==> config.mk <==
export PLATFORM = sky130hd
export DESIGN_NAME = rtcs_serial_dev
export DESIGN_NICKNAME = d
export VERILOG_FILES = /design/src/rtl/rtcs_pkg.sv /design/src/rtl/rtcs_sync.sv /design/src/rtl/rtcs_seconds.sv /design/src/rtl/rtcs_param_mem.sv /design/src/rtl/rtcs_serial_dev.sv
export SDC_FILE = /design/constraint.sdc
export NUM_CORES = 1
export LEC_CHECK = 0
export BUFFER_PORTS_ARGS = -buffer_cell sky130_fd_sc_hd__buf_2
export CORE_UTILIZATION = 55
export CTS_CLUSTER_SIZE = 8
export DETAILED_ROUTE_END_ITERATION = 6
export PLACE_DENSITY = 0.66
export SLEW_MARGIN = 5
export SYNTH_ARGS = -nofsm -noshare
export SYNTH_HDL_FRONTEND = slang
export SYNTH_HIERARCHICAL = 1
export SYNTH_SLANG_ARGS = --single-unit
export TNS_END_PERCENT = 1
==> constraint.sdc <==
create_clock -name clk -period 3.2 [get_ports clk]
set_input_delay 0.32 -clock clk [delete_from_list [all_inputs] [get_ports clk]]
set_output_delay 0.32 -clock clk [all_outputs]
set_load 0.05 [all_outputs]
==> src/rtl/rtcs_pkg.sv <==
package rtcs_pkg;
  localparam logic [31:0] ID_WORD   = 32'hFFFFF308;
  localparam logic [30:0] CLK_REGN  = 31'h20000000;
  localparam logic [30:0] MEM_REGN  = 31'h20000100;

  typedef enum logic [2:0] {
    ST_CMD,
    ST_ID_OUT,
    ST_CLK_RD,
    ST_CLK_WR,
    ST_MEM_RD,
    ST_MEM_WR,
    ST_MUTE
  } dev_state_e;
endpackage

==> src/rtl/rtcs_sync.sv <==
module rtcs_sync #(
  parameter int W = 1
) (
  input  logic         clk,
  input  logic         rst,
  input  logic [W-1:0] d,
  output logic [W-1:0] q
);
  logic [W-1:0] meta;

  always_ff @(posedge clk) begin
    if (rst) begin
      meta <= '0;
      q    <= '0;
    end else begin
      meta <= d;
      q    <= meta;
    end
  end
endmodule

==> src/rtl/rtcs_seconds.sv <==
module rtcs_seconds #(
  parameter int TICK_DIV = 32768,
  parameter int PW       = $clog2(TICK_DIV)
) (
  input  logic          clk,
  input  logic          rst,
  input  logic          load,
  input  logic [31:0]   load_val,
  output logic [31:0]   sec_q,
  output logic [PW-1:0] pre_q
);
  localparam logic [PW-1:0] PRE_LAST = PW'(TICK_DIV - 1);
  localparam logic [PW-1:0] PRE_ONE  = PW'(1);

  always_ff @(posedge clk) begin
    if (rst) begin
      pre_q <= '0;
      sec_q <= '0;
    end else if (load) begin
      pre_q <= '0;
      sec_q <= load_val;
    end else if (pre_q == PRE_LAST) begin
      pre_q <= '0;
      sec_q <= sec_q + 32'd1;
    end else begin
      pre_q <= pre_q + PRE_ONE;
    end
  end
endmodule

==> src/rtl/rtcs_param_mem.sv <==
module rtcs_param_mem #(
  parameter int DEPTH = 64,
  parameter int AW    = $clog2(DEPTH)
) (
  input  logic          clk,
  input  logic          we,
  input  logic [AW-1:0] waddr,
  input  logic [7:0]    wdata,
  input  logic [AW-1:0] raddr,
  output logic [7:0]    rdata
);
  logic [7:0] ram [DEPTH];

  always_ff @(posedge clk) begin
    if (we) ram[waddr] <= wdata;
    rdata <= ram[raddr];
  end
endmodule

==> src/rtl/rtcs_serial_dev.sv <==
module rtcs_serial_dev
  import rtcs_pkg::*;
#(
  parameter int TICK_DIV  = 32768,
  parameter int MEM_BYTES = 64
) (
  input  logic clk,
  input  logic rst,
  input  logic sel_i,
  input  logic sclk_i,
  input  logic sdi_i,
  output logic sdo_o
);
  localparam int AW    = $clog2(MEM_BYTES);
  localparam int PRE_W = $clog2(TICK_DIV);
  localparam logic [AW-1:0] A_ONE = AW'(1);

  logic [2:0]    sync_q;
  logic          sel_s, sclk_s, sdi_s, sclk_d, rise;
  dev_state_e    state;
  logic [5:0]    cnt;
  logic [31:0]   shin, shout, in_next;
  logic [AW-1:0] addr_rd, addr_wr, waddr;
  logic [1:0]    pend;
  logic          mem_we, sec_load, sdo_q;
  logic [7:0]    wdata, mem_q;
  logic [31:0]   load_val, sec_q;
  logic [PRE_W-1:0] pre_q;

  rtcs_sync #(.W(3)) u_sync (
    .clk (clk),
    .rst (rst),
    .d   ({sel_i, sclk_i, sdi_i}),
    .q   (sync_q)
  );

  assign sel_s   = sync_q[2];
  assign sclk_s  = sync_q[1];
  assign sdi_s   = sync_q[0];
  assign rise    = sel_s & sclk_s & ~sclk_d;
  assign in_next = {shin[30:0], sdi_s};

  always_ff @(posedge clk) begin
    if (rst) sclk_d <= 1'b0;
    else     sclk_d <= sclk_s;
  end

  rtcs_seconds #(.TICK_DIV(TICK_DIV), .PW(PRE_W)) u_sec (
    .clk      (clk),
    .rst      (rst),
    .load     (sec_load),
    .load_val (load_val),
    .sec_q    (sec_q),
    .pre_q    (pre_q)
  );

  rtcs_param_mem #(.DEPTH(MEM_BYTES), .AW(AW)) u_mem (
    .clk   (clk),
    .we    (mem_we),
    .waddr (waddr),
    .wdata (wdata),
    .raddr (addr_rd),
    .rdata (mem_q)
  );

  always_ff @(posedge clk) begin
    if (rst) begin
      state    <= ST_CMD;
      cnt      <= '0;
      shin     <= '0;
      shout    <= '0;
      addr_rd  <= '0;
      addr_wr  <= '0;
      waddr    <= '0;
      wdata    <= '0;
      pend     <= '0;
      mem_we   <= 1'b0;
      sec_load <= 1'b0;
      load_val <= '0;
      sdo_q    <= 1'b0;
    end else begin
      mem_we   <= 1'b0;
      sec_load <= 1'b0;
      pend     <= {pend[0], 1'b0};
      if (pend[1]) begin
        shout[31:24] <= mem_q;
        addr_rd      <= addr_rd + A_ONE;
      end
      if (!sel_s) begin
        state <= ST_CMD;
        cnt   <= '0;
        shin  <= '0;
      end else if (rise) begin
        unique case (state)
          ST_CMD: begin
            shin <= in_next;
            cnt  <= cnt + 6'd1;
            if (cnt == 6'd15 && in_next[15:0] == 16'h0000) begin
              state <= ST_ID_OUT;
              shout <= ID_WORD;
              cnt   <= '0;
            end else if (cnt == 6'd31) begin
              cnt <= '0;
              if (in_next[30:0] == CLK_REGN) begin
                state <= in_next[31] ? ST_CLK_WR : ST_CLK_RD;
                shout <= sec_q;
              end else if (in_next[30:AW] == MEM_REGN[30:AW]) begin
                addr_rd <= in_next[AW-1:0];
                addr_wr <= in_next[AW-1:0];
                if (in_next[31]) begin
                  state <= ST_MEM_WR;
                end else begin
                  state <= ST_MEM_RD;
                  pend  <= 2'b01;
                end
              end else begin
                state <= ST_MUTE;
              end
            end
          end
          ST_ID_OUT, ST_CLK_RD: begin
            shout <= {shout[30:0], 1'b0};
            cnt   <= cnt + 6'd1;
            if (cnt == 6'd31) state <= ST_MUTE;
          end
          ST_CLK_WR: begin
            shin <= in_next;
            cnt  <= cnt + 6'd1;
            if (cnt == 6'd31) begin
              sec_load <= 1'b1;
              load_val <= in_next;
              state    <= ST_MUTE;
            end
          end
          ST_MEM_RD: begin
            shout <= {shout[30:0], 1'b0};
            cnt   <= cnt + 6'd1;
            if (cnt[2:0] == 3'd7) begin
              shout[31:24] <= mem_q;
              addr_rd      <= addr_rd + A_ONE;
            end
          end
          ST_MEM_WR: begin
            shin <= in_next;
            cnt  <= cnt + 6'd1;
            if (cnt[2:0] == 3'd7) begin
              mem_we  <= 1'b1;
              wdata   <= in_next[7:0];
              waddr   <= addr_wr;
              addr_wr <= addr_wr + A_ONE;
            end
          end
          default: ;
        endcase
      end
      sdo_q <= sel_s && shout[31] &&
               (state == ST_ID_OUT || state == ST_CLK_RD || state == ST_MEM_RD);
    end
  end

  assign sdo_o = sdo_q;
endmodule

# == Word level (Yosys, flattened, before mapping) ==
# Memory sizes are Yosys's and may differ from the RTL's. A register that Yosys moved wholly into a read port is not among the register bits.
# Cells that the tools add are included.
# op_classes
add_sub_neg,5
eq_ne,19
n_mux,48
bitwise,10
reduce_logical,28
# ops
operator,n
2-to-1 mux 32 bit,7
one-hot mux 32 bit (3 select lines),1
2-to-1 mux 6 bit,15
one-hot mux 6 bit (2 select lines),3
adder 32 x 1 -> 32 bit (second input constant),1
== test 31 x 30 -> 1 bit (second input constant),1
== test 25 x 24 -> 1 bit (second input constant),1
adder 6 x 1 -> 6 bit (second input constant),3
logical NOT 16 bit,1
2-to-1 mux 2 bit,8
2-to-1 mux 8 bit,2
adder 15 x 1 -> 15 bit (second input constant),1
== test 15 bit (second input constant),1
2-to-1 mux 3 bit,5
AND reduction 4 bit,3
inequality test 2 bit (second input constant),5
== test 3 bit (second input constant),3
OR reduction 3 bit,3
NOT 1 bit,8
AND reduction 8 bit,1
nonzero test 2 bit,4
OR reduction 4 bit,2
OR reduction 8 bit,1
== test 3 x 2 -> 1 bit (second input constant),2
other kinds (16),28
# totals
regBits,189
ramBits,512
in_bits,5
out_inout_bits,1
elab_cells,131
memories,1
# memory_table
memory,depth,word_bits,read_ports,rd_ports_with_merged_regs,wr,line,text
u_mem.ram,64,8,1,1,1,rtcs_param_mem.sv:12,logic [7:0] ram [DEPTH];

# == Depth between registers and ports, before layout ==
# Gate-level depths: netlist of run 1.
# logic_depth
ltp_word,9
ltp_mapped,9
ltp_nobuf,7

# == Hierarchy ==
# Netlist of run 1, hierarchy kept.
# modules_own_cells
mod,instances,cells_per_inst,area_per_inst_um2,seq_area_each_um2
rtcs_param_mem,1,972,20190.6,15534.9
rtcs_serial_dev,1,722,6190.9,2722.6
rtcs_seconds,1,355,2839.0,940.9
rtcs_sync,1,12,157.7,120.1

# == Worst setup path after synthesis of run 1 ==
# No wires, ideal clock.
# synth_timing
path_kind,register to register
start,reg waddr[2]
end,"mem u_mem.ram[28][0], enable pin"
setup_time_ns,0.370
t_arrival_ns,1.818
required_time_ns,2.830
setup_slack_ns,1.011
stages_incl_launch_ff,6
n_path_buf,2
period_less_slack_ns,2.189
cell_sequence,dfxtp_1 clkbuf_1 or3b_2 or2_2 clkbuf_1 nor2_1
# synth_rtl
item,line,text
"start, declared",rtcs_serial_dev.sv:23,"logic [AW-1:0] addr_rd, addr_wr, waddr;"
"start signal, assigned",rtcs_serial_dev.sv:149,waddr <= addr_wr;
"end, declared",rtcs_param_mem.sv:12,
# No word-level cell before the write port.

# == Final worst setup path of run 1 ==
# layout_timing
start,reg u_sec.pre_q[0]
end,reg u_sec.sec_q[21]
# layout_between
elab_chain_len,2
# layout_rtl
item,line,text
"start, declared",rtcs_seconds.sv:10,output logic [PW-1:0] pre_q
"start signal, assigned",rtcs_seconds.sv:26,pre_q <= pre_q + PRE_ONE;
== test 15 bit,rtcs_seconds.sv:22,end else if (pre_q == PRE_LAST) begin
nonzero test 2 bit (no line),-,
"end signal, assigned",rtcs_seconds.sv:21,sec_q <= load_val;
"end signal, assigned",rtcs_seconds.sv:24,sec_q <= sec_q + 32'd1;
"end, declared",rtcs_seconds.sv:9,"output logic [31:0] sec_q,"
# No other way between the ends.
# A chain may end at the register's enable or synchronous reset.

==> results.json, run 1 <==
{
  "synth.yosys.seq_area_share": 0.658,
  "yosysTopAreaCellShare": 0.523,
  "yosys-top-cells-area": "sky130_fd_sc_hd__edfxtp_1, sky130_fd_sc_hd__dfxtp_1, sky130_fd_sc_hd__mux4_2",
  "crit_path_start_kind": "register",
  "worst-r2r-setup-slack_ns": 0.58,
  "floorplan.die.height_um": 233,
  "antennaDiodeCount": 0,
  "cp.arrival_ns": 3.18,
  "synth_top_flop_cell": "sky130_fd_sc_hd__edfxtp_1",
  "final_min_period_over_clock_period": 0.819,
  "dr.first_iter.drc_count": 1852,
  "worst_path_most_repeated_cell": "sky130_fd_sc_hd__or4_1",
  "leakage_nw": 10.7,
  "grt_antenna_before_repair": 0,
  "mappedNetlistArea_um2": 29400,
  "clock_tree.root_cell": "sky130_fd_sc_hd__clkbuf_16",
  "synthDominantAreaCellType": "sky130_fd_sc_hd__edfxtp_1",
  "cell_internal_pwr_w": 0.0155,
  "post-synth-top-count-cell": "sky130_fd_sc_hd__edfxtp_1",
  "grt_pass1_wl_um": 111000,
  "synth_commonest_cells": "sky130_fd_sc_hd__edfxtp_1, sky130_fd_sc_hd__dfxtp_1, sky130_fd_sc_hd__nor2_1",
  "grt_overflow": 0,
  "gr-usage-all-layers": 0.276,
  "floorplan.core_area_um2": 52700,
  "cell_with_the_biggest_individual_delay_on_the_critical_path": "sky130_fd_sc_hd__or4_1",
  "p_comb_frac": 0.010,
  "timing.final.setup_violations": 0,
  "holdWs_ns": 0.462,
  "clock_tree.buffer_depth": 3,
  "timing.max_cap.violations": 0,
  "gpl.final_weighted_congestion": 0.873,
  "vias_per_cell": 6.50,
  "p_sw_w": 0.00377,
  "cts.sink_count": 709,
  "power.share.sequential": 0.507,
  "power.density_cell_area_nw_per_um2": 583,
  "clk_latency_ns": 0.64,
  "fin_total_pwr_w": 0.0193,
  "cp_capture_type": "register",
  "cp_data_required_time_ns": 3.76,
  "cts-buffers-inserted": 98,
  "fin_util": 0.628,
  "overall_die_area_um2": 54300,
  "grt_pass1_vias": 18100,
  "period_needed_ns": 2.62,
  "worst-r2r-cell-count": 6,
  "timing.setup.tns_ns": 0,
  "drc": 0,
  "min_to": "pend[1]",
  "rsz0062_at_grt": "false",
  "hold_viol_final": 0,
  "timing.hold.worst.class": "reg -> reg",
  "rows": 84,
  "io-pin-count": 6,
  "holdCritStartpoint": "pend[0]",
  "headroom_to_the_max_slew_limit": 0.103,
  "route.detailed.wl_per_inst_um": 25.8,
  "total_nets_final": 2122,
  "ant_nets": 0,
  "maximum_number_of_pins_on_one_net_before_global_route_repair": 66,
  "clock_skew_ns": 0.0278,
  "clock_power_share": 0.482,
  "worstReg2RegStart": "u_sec/pre_q[0]",
  "critical_path_peak_fanout": 24,
  "die_width_um": 233,
  "tritoncts": "done",
  "r2r-end": "u_sec/sec_q[21]",
  "timing_max_transition_violations_final": 0,
  "synth-edff-count": 512,
  "area.growth.synth_to_final_pct": 12.5,
  "fill_cells": 3824,
  "status": "completed",
  "port_buffers": 5,
  "postSynthAreaPerCell_um2": 14.3,
  "worst_max_slew_pin_slew_ns": 1.35,
  "worst_hold_depth": 1,
  "timing.setup.critical_path_class": "reg -> reg",
  "dpl_worst_slack_ns": 0.628,
  "postSynth.asyncResetShare": 0,
  "synth_fp_nets": 2072,
  "drive_above_1_share": 0.169,
  "synthCells": 2061,
  "ys_seq_elements": 709,
  "maximum_vdd_ir_drop_v": 0.000590,
  "postLayoutSetupSlackWorst_ns": 0.579,
  "drtPass1Iterations": 6,
  "path_cells": "ha_1, nand4_1, or4_1, buf_4, or4_1, o211ai_1",
  "distinct_cell_type_count_of_the_synthesized_netlist": 81,
  "ys.warnings.count": 6,
  "detailroute.via_count": 18500,
  "clk_transition_reported_paths_ns": 0.05,
  "swShare": 0.196,
  "max_freq_ghz": 0.382,
  "cts_max_level": 3,
  "hpwl_um": 47000,
  "cp_slowest_stage_delay_ns": 0.76,
  "initial_utilization": 0.558,
  "wirelength_um": 73200
}
-- cells in the final DEF, fill, tap and decap left out, drive strengths merged, types with 14 or more instances in the layout --
cell	Yosys	routed
nor2	185	185
nor4	28	28
a31oi	24	24
xnor2	14	14
a21oi	101	101
o22ai	30	30
buf	61	82
a211oi	40	40
nor2b	31	31
nor3	21	21
mux4	124	124
nand3	50	50
mux2i	56	56
dfxtp	197	197
nand4	33	33
o21ai	53	53
inv	12	14
edfxtp	512	512
nand2	153	153
clkbuf	77	135
a22oi	15	15
and3	16	16
-- worst max path at each step --
stage | slack, ns | start | endpoint
global placement | 0.68 | u_sec/pre_q[0] | u_sec/sec_q[21]
global route | 0.44 | u_sec/pre_q[0] | u_sec/sec_q[31]
CTS | 0.62 | u_sec/pre_q[0] | u_sec/sec_q[21]
floorplan | 1.01 | waddr[2] | u_mem/ram[28][0]
detailed placement | 0.63 | u_sec/pre_q[0] | u_sec/sec_q[21]
finish | 0.58 | u_sec/pre_q[0] | u_sec/sec_q[21]
-- worst max-delay path, delay by kind of cell, from the launching register on --
kind / cells / cell delay, ns
adders and majority gates: 1 / 0.23
DFF: 1 / 0.37
AOI/OAI and AO/OA: 1 / 0.18
and+or+nand+nor: 3 / 1.47
buffers and inverters: 1 / 0.31
-- repair_timing --
action / CTS / global route
hold buffers: 6 / 0
buffers inserted: 0 / 0
gates resized for setup: 0 / 0
hold endpoints to repair: 7 / 0
-- flip-flops by register name, indices dropped and copies added (netlist names) --
signal,cells
sdo_o,1
u_sec/pre_q,15
state,3
cnt,6
shin,31
addr_rd,6
u_mem/rdata,8
u_sec/sec_q,32
u_mem/ram,512
addr_wr,6
shout,32
u_sync/meta,3
u_sync/q,3
sclk_d,1
load_val,32
sec_load,1
wdata,8
mem_we,1
waddr,6
pend,2
-- per-layer routing --
layer  routed length [µm]  global-route usage
met1                31400               0.390
met3                 4890              0.0487
met4                 2250              0.0958
met2                34700               0.434
met5                    0                   0
-- power by group through the flow --
| stage | clock [W] | combinational, W | sequential, W |
|---|---|---|---|
| global placement | 0 | 0.000192 | 0.00994 |
| detailed placement | 0 | 0.000193 | 0.00994 |
| floorplan | 0 | 0.000139 | 0.00994 |
| finish | 0.00929 | 0.000201 | 0.00977 |
| CTS | 0.00946 | 0.000200 | 0.00977 |
| global route | 0.00980 | 0.000216 | 0.00976 |
-- layout make-up --
type / count / area (µm²) / area share
sequential: 709 / 19300 / 0.585
multi-input combinational: 1199 / 9330 / 0.282
clock buffer: 135 / 2660 / 0.0803
tap: 688 / 861 / 0.0260
timing repair buffer: 88 / 741 / 0.0224
clock inverter: 5 / 65.1 / 0.00197
inverter: 15 / 56.3 / 0.00170
-- through the flow --
| stage | instance area [µm²] | cells |
|---|---|---|
| 2_1_floorplan | 29400 | 2061 |
| 3_3_place_gp | 30300 | 2693 |
| 3_5_place_dp | 30300 | 2693 |
| 4_1_cts | 33000 | 2839 |
| 5_1_grt | 33000 | 2839 |
| 6_report | 33000 | 2839 |
-- kinds of logic after synthesis --
group	after synthesis	synth area share
adder cells (fa/ha/maj)	6	0.00256
multiplexers	188	0.117
flip-flops	709	0.658
XOR/XNOR	27	0.00805
AND/OR/NAND/NOR	594	0.101
AO/OA/AOI/OAI	384	0.0887
buffers and inverters	153	0.0249
Note: power is estimated with default switching activity, not from simulation.
==> run 2, diff against run 1 <==
- PLACE_DENSITY: 0.66 -> 0.69
- clock period: 3.2 -> 2.4 ns (I/O delays scaled with it)
==> run 2 against run 1 <==
Effect of this change:
- the flow now finishes with violations (DRC)
- global-route usage up 0.66 points
- final cell count up 4.3%
- critical path depth unchanged
- core utilization up 2.0 points
- die area unchanged
- critical path type unchanged
- largest cell class unchanged
==> results.json, run 2 (synthesized netlist as in run 1, its figures left out) <==
{
  "status": "finished with violations",
  "violations": "DRC",
  "headroom_to_the_max_slew_limit": 0.364,
  "tritoncts": "done",
  "cp.arrival_ns": 2.91,
  "critical_path_peak_fanout": 35,
  "period_needed_ns": 2.36,
  "top_register": "u_mem/ram",
  "max_ffs_per_register": 512,
  "worst-r2r-setup-slack_ns": 0.04,
  "timing.final.setup_violations": 0,
  "vias_per_cell": 6.43,
  "maximum_vdd_ir_drop_v": 0.000954,
  "floorplan.core_area_um2": 52700,
  "critical_path_cell_count": 6,
  "timing.setup.critical_path_class": "reg -> reg",
  "grt_antenna_before_repair": 0,
  "timing_max_transition_violations_final": 0,
  "ant_nets": 0,
  "antennaDiodeCount": 0,
  "overall_die_area_um2": 54300,
  "worst_max_slew_pin_slew_ns": 0.953,
  "grt_pass1_wl_um": 114000,
  "max_freq_ghz": 0.423,
  "clock_tree.buffer_depth": 3,
  "drtPass1Iterations": 7,
  "detailroute.via_count": 19000,
  "gpl.final_weighted_congestion": 0.912,
  "clock_tree.root_cell": "sky130_fd_sc_hd__clkbuf_16",
  "power.density_cell_area_nw_per_um2": 760,
  "dr.first_iter.drc_count": 2291,
  "io-pin-count": 6,
  "port_buffers": 5,
  "area.growth.synth_to_final_pct": 16.1,
  "clock_power_share": 0.486,
  "cts.sink_count": 709,
  "cpLargestDelayFamily": "simple AND/OR/NAND/NOR gates",
  "p_comb_frac": 0.011,
  "cp_slowest_stage_delay_ns": 0.58,
  "cts-buffers-inserted": 98,
  "total_nets_final": 2236,
  "cp_capture_type": "register",
  "hpwl_um": 48200,
  "cts_max_level": 3,
  "cp_data_required_time_ns": 2.95,
  "final_common_cell": "sky130_fd_sc_hd__edfxtp_1",
  "floorplan.die.height_um": 233,
  "p_sw_w": 0.00515,
  "timing.hold.worst.class": "in -> reg",
  "die_width_um": 233,
  "route.detailed.wl_per_inst_um": 25.4,
  "leakage_nw": 11.3,
  "fill_cells": 3684,
  "postLayoutSetupSlackWorst_ns": 0.0381,
  "drive_above_1_share": 0.213,
  "wirelength_um": 75000,
  "crit_path_start_kind": "register",
  "initial_utilization": 0.558,
  "cell_with_the_biggest_individual_delay_on_the_critical_path": "sky130_fd_sc_hd__or4_1",
  "worst_hold_depth": 3,
  "path_cells": "ha_2, nand4_1, or4_1, buf_6, or4b_1, a31oi_1",
  "grt_pass1_vias": 18600,
  "cts_setup_buffers": 0,
  "grt_overflow": 0,
  "rsz0062_at_grt": "true",
  "swShare": 0.199,
  "most_frequent_cells_in_the_layout": "sky130_fd_sc_hd__edfxtp_1, sky130_fd_sc_hd__dfxtp_1, sky130_fd_sc_hd__nor2_1",
  "maximum_number_of_pins_on_one_net_before_global_route_repair": 66,
  "rows": 84,
  "hold_viol_final": 0,
  "buffers_plus_inverters_on_the_worst_setup_path": 1,
  "clock_skew_ns": 0.0293,
  "cell_internal_pwr_w": 0.0208,
  "worst-r2r-cell-count": 6,
  "fin_util": 0.648,
  "timing.max_cap.violations": 0,
  "gr-usage-all-layers": 0.283,
  "dpl_worst_slack_ns": -0.0451,
  "power.share.sequential": 0.503,
  "clk_transition_reported_paths_ns": 0.05,
  "final_min_period_over_clock_period": 0.984,
  "clk_latency_ns": 0.65,
  "drc": 3
}
-- run 2: layout make-up --
cell class | count | area [µm²] | share of cell area
Timing Repair Buffer | 202 | 1710 | 0.0502
Sequential cell | 709 | 19300 | 0.567
Multi-Input combinational cell | 1199 | 9370 | 0.275
Inverter | 15 | 56.3 | 0.00165
Clock buffer | 144 | 2700 | 0.0791
Tap cell | 688 | 861 | 0.0252
Clock inverter | 3 | 66.3 | 0.00194
-- run 2: per-stage QoR --
stage	total power [W]	instances	hold WS [ns]	TNS, ns	instance area (µm²)
finish	0.0259	2960	0.433	0	34100
global route	0.0266	2960	0.437	-0.150	34100
CTS	0.0260	2960	0.368	0	34100
detailed placement	0.0135	2808	0.444	-0.0451	31200
global placement	0.0135	2808	0.417	0	31200
floorplan	0.0134	2061	0.312	0	29400
-- run 2: repair_timing --
| action | in CTS | in global routing |
|---|---|---|
| gates resized for setup | 1 | 7 |
| cloned | 0 | 0 |
| setup endpoints to repair | 1 | 26 |
| hold buffers | 5 | 0 |
| pin swaps | 0 | 0 |
| endpoints found under the hold margin | 6 | 0 |
-- run 2: path summary, 6_finish.rpt --
path	startpoint	end
hold / removal	sdi_i	u_sync/meta[0]
setup reg to reg	u_sec/pre_q[0]	u_sec/sec_q[14]
setup / recovery	u_sec/pre_q[0]	u_sec/sec_q[14]
hold reg to reg	u_sync/meta[2]	u_sync/q[2]
-- run 2: worst reg2reg max path, cell delays in order, from the launching register on --
cell and delay (ns):
sky130_fd_sc_hd__dfxtp_1 0.37, sky130_fd_sc_hd__ha_2 0.22, sky130_fd_sc_hd__nand4_1 0.18, sky130_fd_sc_hd__or4_1 0.58, sky130_fd_sc_hd__buf_6 0.21, sky130_fd_sc_hd__or4b_1 0.53
sky130_fd_sc_hd__a31oi_1 0.19
-- run 2: routing by layer --
layer,vias to the layer above,GRT usage,wire (µm)
met5,-,0,0
met4,0,0.0950,2180
met3,145,0.0543,6130
met2,912,0.450,36100
met1,9579,0.391,30600
li1,8401,-,-
-- run 2: power by group through the flow --
stage / clock network [W] / registers (W) / logic, W
after floorplan: 0 / 0.0132 / 0.000185
after global placement: 0 / 0.0133 / 0.000270
after detailed placement: 0 / 0.0133 / 0.000274
after CTS: 0.0127 / 0.0130 / 0.000283
after global routing: 0.0132 / 0.0130 / 0.000305
final: 0.0126 / 0.0130 / 0.000285
